<file path="config.mk">
export PLATFORM = sky130hd
export DESIGN_NAME = pix_scaler
export DESIGN_NICKNAME = d
export VERILOG_FILES = /design/src/rtl/pxs_pkg.sv /design/src/rtl/pxs_chan_regs.sv /design/src/rtl/pxs_dither.sv /design/src/rtl/pxs_serial_mul.sv /design/src/rtl/pix_scaler.sv
export SDC_FILE = /design/constraint.sdc
export NUM_CORES = 1
export LEC_CHECK = 0
export ABC_CLOCK_PERIOD_IN_PS = 8900
export BUFFER_PORTS_ARGS = -buffer_cell sky130_fd_sc_hd__buf_2
export CORE_ASPECT_RATIO = 1.25
export CORE_UTILIZATION = 44
export DETAILED_ROUTE_END_ITERATION = 6
export REMOVE_ABC_BUFFERS = 1
export SYNTH_ARGS = -nofsm -noshare
export SYNTH_HDL_FRONTEND = slang
export SYNTH_SLANG_ARGS = --single-unit
</file>
<file path="constraint.sdc">
create_clock -name clk -period 8.9 [get_ports clk]
set_input_delay 0.445 -clock clk [delete_from_list [all_inputs] [get_ports clk]]
set_output_delay 0.445 -clock clk [all_outputs]
set_load 0.02 [all_outputs]
</file>
<file path="src/rtl/pxs_pkg.sv">
package pxs_pkg;
  localparam int PXW = 8;

  typedef enum logic [1:0] {
    SEL_SCALE = 2'd0,
    SEL_DITH  = 2'd1,
    SEL_MOD   = 2'd2,
    SEL_NONE  = 2'd3
  } cfg_sel_e;

  typedef enum logic [1:0] {
    ST_IDLE = 2'd0,
    ST_DITH = 2'd1,
    ST_MUL  = 2'd2,
    ST_OUT  = 2'd3
  } st_e;

  // offset add: zero is kept, overflow clamps at all ones
  function automatic logic [PXW-1:0] sat_offset(input logic [PXW-1:0] v,
                                                input logic [PXW-1:0] d);
    logic [PXW:0] s;
    s = {1'b0, v} + {1'b0, d};
    if (v == '0) return '0;
    return s[PXW] ? {PXW{1'b1}} : s[PXW-1:0];
  endfunction

  // one multiply step: conditional add, then drop the low bit into the carry path
  function automatic logic [PXW-1:0] mul_step(input logic [PXW-1:0] acc,
                                              input logic [PXW-1:0] m,
                                              input logic b);
    logic [PXW:0] s;
    s = {1'b0, acc} + (b ? {1'b0, m} : {(PXW+1){1'b0}});
    return s[PXW:1];
  endfunction

  function automatic logic [PXW-1:0] dither_next(input logic [PXW-1:0] m,
                                                 input logic [PXW-1:0] d);
    return m - d;
  endfunction
endpackage

</file>
<file path="src/rtl/pxs_chan_regs.sv">
module pxs_chan_regs
  import pxs_pkg::*;
#(
  parameter int NUM_CH = 3,
  parameter int CH_W   = 2
) (
  input  logic                  clk,
  input  logic                  rst_n,
  input  logic                  wr_en,
  input  logic [CH_W-1:0]       wr_ch,
  input  cfg_sel_e              wr_sel,
  input  logic [PXW-1:0]        wr_data,
  input  logic                  upd_en,
  input  logic [CH_W-1:0]       sel_ch,
  output logic [PXW-1:0]        rd_scale,
  output logic [PXW-1:0]        rd_dith,
  output logic [NUM_CH*PXW-1:0] scale_flat,
  output logic [NUM_CH*PXW-1:0] mod_flat
);
  logic [PXW-1:0] sc_q [NUM_CH];
  logic [PXW-1:0] dq_q [NUM_CH];
  logic [PXW-1:0] mq_q [NUM_CH];

  always_ff @(posedge clk) begin
    if (!rst_n) begin
      for (int c = 0; c < NUM_CH; c++) begin
        sc_q[c] <= '0;
        dq_q[c] <= '0;
        mq_q[c] <= '0;
      end
    end else begin
      for (int c = 0; c < NUM_CH; c++) begin
        if (wr_en && wr_ch == CH_W'(c)) begin
          case (wr_sel)
            SEL_SCALE: sc_q[c] <= wr_data;
            SEL_DITH:  dq_q[c] <= wr_data;
            SEL_MOD:   mq_q[c] <= wr_data;
            default:   ;
          endcase
        end else if (upd_en && sel_ch == CH_W'(c)) begin
          dq_q[c] <= dither_next(mq_q[c], dq_q[c]);
        end
      end
    end
  end

  always_comb begin
    rd_scale = '0;
    rd_dith  = '0;
    for (int c = 0; c < NUM_CH; c++) begin
      if (sel_ch == CH_W'(c)) begin
        rd_scale = sc_q[c];
        rd_dith  = dq_q[c];
      end
    end
  end

  for (genvar c = 0; c < NUM_CH; c++) begin : g_flat
    assign scale_flat[c*PXW +: PXW] = sc_q[c];
    assign mod_flat[c*PXW +: PXW]   = mq_q[c];
  end
endmodule

</file>
<file path="src/rtl/pxs_dither.sv">
module pxs_dither
  import pxs_pkg::*;
#(
  parameter bit EN = 1'b1
) (
  input  logic [PXW-1:0] raw,
  input  logic [PXW-1:0] offs,
  output logic [PXW-1:0] dithered
);
  if (EN) begin : g_on
    assign dithered = sat_offset(raw, offs);
  end else begin : g_off
    logic unused_offs;
    assign unused_offs = ^offs;
    assign dithered    = raw;
  end
endmodule

</file>
<file path="src/rtl/pxs_serial_mul.sv">
module pxs_serial_mul
  import pxs_pkg::*;
(
  input  logic           clk,
  input  logic           rst_n,
  input  logic           start,
  input  logic [PXW-1:0] opnd,
  input  logic [PXW-1:0] scl,
  output logic           last,
  output logic [PXW-1:0] prod
);
  localparam int CW = $clog2(PXW);

  logic [PXW-1:0] acc_q, m_q, s_q;
  logic [CW-1:0]  cnt_q;
  logic           run_q;

  assign last = run_q && (cnt_q == CW'(PXW-1));
  assign prod = acc_q;

  always_ff @(posedge clk) begin
    if (!rst_n) begin
      acc_q <= '0;
      m_q   <= '0;
      s_q   <= '0;
      cnt_q <= '0;
      run_q <= 1'b0;
    end else if (start) begin
      acc_q <= '0;
      m_q   <= opnd;
      s_q   <= scl;
      cnt_q <= '0;
      run_q <= 1'b1;
    end else if (run_q) begin
      acc_q <= mul_step(acc_q, m_q, s_q[cnt_q]);
      cnt_q <= cnt_q + 1'b1;
      if (last) run_q <= 1'b0;
    end
  end
endmodule

</file>
<file path="src/rtl/pix_scaler.sv">
module pix_scaler
  import pxs_pkg::*;
#(
  parameter int  NUM_CH    = 3,
  parameter bit  DITHER_EN = 1'b1,
  localparam int CH_W      = (NUM_CH > 1) ? $clog2(NUM_CH) : 1
) (
  input  logic             clk,
  input  logic             rst_n,
  input  logic             cfg_we,
  input  logic [CH_W-1:0]  cfg_ch,
  input  logic [1:0]       cfg_sel,
  input  logic [PXW-1:0]   cfg_data,
  input  logic             in_valid,
  output logic             in_ready,
  input  logic [PXW-1:0]   in_data,
  input  logic [CH_W-1:0]  in_ch,
  output logic             out_valid,
  input  logic             out_ready,
  output logic [PXW-1:0]   out_data
);
  st_e             st_q;
  logic [PXW-1:0]  byte_q;
  logic [CH_W-1:0] ch_q;

  // named events for the checker
  logic acc_fire, dith_fire, cfg_ok, mul_last;
  logic [PXW-1:0] rd_scale, rd_dith, dith_out, prod;
  logic [NUM_CH*PXW-1:0] scale_flat, mod_flat;

  assign in_ready  = (st_q == ST_IDLE);
  assign out_valid = (st_q == ST_OUT);
  assign acc_fire  = in_valid && in_ready;
  assign dith_fire = (st_q == ST_DITH);
  assign cfg_ok    = cfg_we && (st_q == ST_IDLE);
  assign out_data  = prod;

  pxs_chan_regs #(.NUM_CH(NUM_CH), .CH_W(CH_W)) regs_i (
    .clk       (clk),
    .rst_n     (rst_n),
    .wr_en     (cfg_ok),
    .wr_ch     (cfg_ch),
    .wr_sel    (cfg_sel_e'(cfg_sel)),
    .wr_data   (cfg_data),
    .upd_en    (dith_fire && DITHER_EN),
    .sel_ch    (ch_q),
    .rd_scale  (rd_scale),
    .rd_dith   (rd_dith),
    .scale_flat(scale_flat),
    .mod_flat  (mod_flat)
  );

  pxs_dither #(.EN(DITHER_EN)) dith_i (
    .raw     (byte_q),
    .offs    (rd_dith),
    .dithered(dith_out)
  );

  pxs_serial_mul mul_i (
    .clk  (clk),
    .rst_n(rst_n),
    .start(dith_fire),
    .opnd (dith_out),
    .scl  (rd_scale),
    .last (mul_last),
    .prod (prod)
  );

  always_ff @(posedge clk) begin
    if (!rst_n) begin
      st_q   <= ST_IDLE;
      byte_q <= '0;
      ch_q   <= '0;
    end else begin
      case (st_q)
        ST_IDLE: if (acc_fire) begin
          byte_q <= in_data;
          ch_q   <= in_ch;
          st_q   <= ST_DITH;
        end
        ST_DITH: st_q <= ST_MUL;
        ST_MUL:  if (mul_last) st_q <= ST_OUT;
        ST_OUT:  if (out_ready) st_q <= ST_IDLE;
        default: st_q <= ST_IDLE;
      endcase
    end
  end
endmodule

</file>
==> results.json <==
{
  "worst_setup_path_end_kind": "flop",
  "pin_count": 37,
  "clock-root-buffer": "clkbuf_16",
  "vias_per_cell": 5.448,
  "ys_seq_area_share_pct": 47.38,
  "grt_util_all_layers_pct": 20.56,
  "finalSetupTns_ns": 0,
  "dieArea_sq_um": 14700,
  "start_kind": "flop",
  "rsz0062_at_grt": "no",
  "routed-via-count": 4462,
  "clock_latency_ns": 0.35,
  "ys_types": 52,
  "io_buffers": 36,
  "final-hold-violation-count": 0,
  "ys_seq_elements": 112,
  "die_w_um": 108.6,
  "num-fill-cells": 1304,
  "fmax_mhz": 262.6,
  "cts_buffer_depth": 2,
  "hold_path.class": "primary input to flop",
  "ant_nets": 0,
  "wire_per_inst_um": 17.07,
  "first_global_vias": 4497,
  "peakVddDrop_mv": 0.1447,
  "htree_num_levels": 3,
  "synth_edf_count": 72,
  "rows": 48,
  "grt_max_degree": 38,
  "final_nets": 715,
  "clock_sinks": 112,
  "place.gp.congestion": 0.8486,
  "startpoint": "ch_q[1]",
  "cts.clk_slew.worst_paths_ns": 0.07,
  "arrival_ns": 4.08,
  "max_cap_violations": 0,
  "setup_viol": 0,
  "cp_max_fo": 19,
  "p_leak_nw": 2.893,
  "ctsHoldBuffers": 0,
  "overflow": 0,
  "maxSlewHeadroom_pct": 23.20,
  "tightest_slew_ns": 1.140,
  "p_total_w": 0.001569,
  "antenna_cells": 0,
  "run_status": "finished clean",
  "dr.pass1.iters": 4,
  "cts_tree": "yes",
  "finalCritPeriodShare_pct": 42.78,
  "drtIter0Drc": 202,
  "yosys_warnings": 0,
  "synth_ff_type": "edfxtp_1",
  "powerDensity_nw_per_um2": 227.4,
  "crit_type": "flop to flop",
  "reg2reg_from": "ch_q[1]",
  "fin_crit_ns": 3.808,
  "cts_resized": 0,
  "holdCritStartpoint": "in_data[3]",
  "die_h_um": 135.3,
  "drive_gt1_share_pct": 10.71,
  "synthCells": 608,
  "slew_viol_final": 0,
  "wirelength_mm": 13.98,
  "route.detailed.drc": 0,
  "hpwl_mm": 10.86,
  "areaGrowthSynthToFinish_pct": 10.32,
  "synthArstFlopShare_pct": 0,
  "crit_required_ns": 9.18,
  "mappedNetlistArea_sq_um": 6253,
  "postSynthAreaPerCell_sq_um": 10.29,
  "start_util_pct": 45.27,
  "grt_first_pass_wirelength_mm": 22.34,
  "cts_setup_buffers": 0,
  "coreArea_sq_um": 13810,
  "clock_skew_ns": 0.008056,
  "cts_buffers": 9,
  "antenna_found_initial": 0
}
placed cells by master (no fill, tap or decap), types with 9 or more instances in the layout:
| cell | count |
|---|---|
| nand3_1 | 11 |
| xor2_1 | 13 |
| nor2b_1 | 14 |
| buf_2 | 36 |
| a21oi_1 | 22 |
| dfxtp_1 | 40 |
| nor2_1 | 34 |
| nand2_1 | 75 |
| nand2b_1 | 13 |
| ha_1 | 43 |
| and2_1 | 17 |
| o211a_1 | 9 |
| clkbuf_16 | 9 |
| mux2i_1 | 28 |
| a21boi_0 | 12 |
| inv_1 | 35 |
| o21ai_0 | 45 |
| o211ai_1 | 11 |
| edfxtp_1 | 72 |
| xnor2_1 | 15 |
path summary, 6_finish.rpt:
path                                endpoint  slack, ns  depth (start not counted)
worst max-delay path            mul_i.m_q[7]       5.09                         12
worst min register to register  mul_i.m_q[4]       0.43                          2
worst min-delay path               byte_q[3]       0.35                          3
worst max register to register  mul_i.m_q[7]       5.09                         12
layout make-up:
cell class                      count  area [sq um]  share of cell area, %
Multi-Input combinational cell    439          3067                  44.45
Sequential cell                   112          2963                  42.95
Timing Repair Buffer               43         232.7                  3.373
Clock buffer                       10         229.0                  3.319
Tap cell                          175         219.0                  3.174
Inverter                           35         131.4                  1.904
Clock inverter                      5         57.56                 0.8342
critical path: stages (launching register included):
cell	delay, ns
dfxtp_1	0.67
nor2b_1	0.94
nand2_1	0.10
o21ai_0	0.12
ha_1	0.22
inv_1	0.06
fa_1	0.40
nor2b_1	0.16
o31a_1	0.17
o21ai_1	0.08
a211oi_1	0.55
a22oi_1	0.14
o211ai_1	0.12
flip-flops by register name, summed over array words and instances, names as in the netlist, 3 cells and up:
name and cells:
mul_i.s_q 8, mul_i.cnt_q 3, mul_i.prod 8, byte_q 8, regs_i.mq_q 24, regs_i.sc_q 24, mul_i.m_q 8, regs_i.dq_q 24
Yosys cell counts (4+ instances only):
library cell | number | share of area, %
nand2_1 | 75 | 4.5
edfxtp_1 | 72 | 35
o21ai_0 | 46 | 3.7
ha_1 | 43 | 8.6
dfxtp_1 | 40 | 13
inv_1 | 35 | 2.1
nor2_1 | 34 | 2.0
mux2i_1 | 28 | 4.5
a21oi_1 | 22 | 1.8
and2_1 | 17 | 1.7
clkbuf_1 | 16 | 0.96
xnor2_1 | 15 | 2.1
nor2b_1 | 14 | 1.4
nand2b_1 | 13 | 1.3
xor2_1 | 13 | 1.8
a21boi_0 | 12 | 1.4
nand3_1 | 11 | 0.88
o211ai_1 | 11 | 1.3
o211a_1 | 9 | 1.4
a21o_1 | 7 | 0.84
and2_2 | 7 | 0.84
o22ai_1 | 6 | 0.60
a31oi_1 | 5 | 0.50
buf_2 | 5 | 0.40
fa_1 | 5 | 1.6
nor3_1 | 5 | 0.40
or3_1 | 4 | 0.40
power by group:
group / switching, W / internal, W / total, W / leakage (nW)
Combinational: 0.000283 / 0.000198 / 0.000481 / 1.68
Sequential: 0.0000558 / 0.000632 / 0.000687 / 1.07
Clock: 0.000183 / 0.000218 / 0.000400 / 0.143
cell families (layout without fill, tap and decap cells):
| family | count (synthesis) | after routing | share of synthesized area [%] |
|---|---|---|---|
| mux | 31 | 31 | 5.562 |
| simple gates | 195 | 195 | 15.27 |
| buf+inv | 57 | 93 | 3.582 |
| fa+ha+maj | 48 | 48 | 10.20 |
| flops | 112 | 112 | 47.38 |
| compound gates | 137 | 137 | 14.09 |
| xor+xnor | 28 | 28 | 3.922 |
routing by layer:
metal | GRT usage, % | vias to the layer above | wire (um)
li1 | - | 2237 | -
met1 | 22.74 | 2101 | 5711
met2 | 37.17 | 96 | 7335
met3 | 2.886 | 28 | 479
met4 | 11.71 | 0 | 455
met5 | 0 | - | 0
stage by stage:
step / area (sq um) / cells / worst slack [ns] / utilization, % / hold slack [ns]
6_report: 6899 / 819 / 5.092 / 49.95 / 0.3477
4_1_cts: 6899 / 819 / 5.078 / 49.95 / 0.3349
2_1_floorplan: 6161 / 586 / 5.718 / - / 0.4070
3_5_place_dp: 6613 / 804 / 5.105 / 47.87 / 0.4268
5_1_grt: 6899 / 819 / 4.528 / 49.95 / 0.3567
3_3_place_gp: 6613 / 804 / 5.267 / 47.87 / 0.4213
No activity file was read; power rests on OpenSTA's default activity.
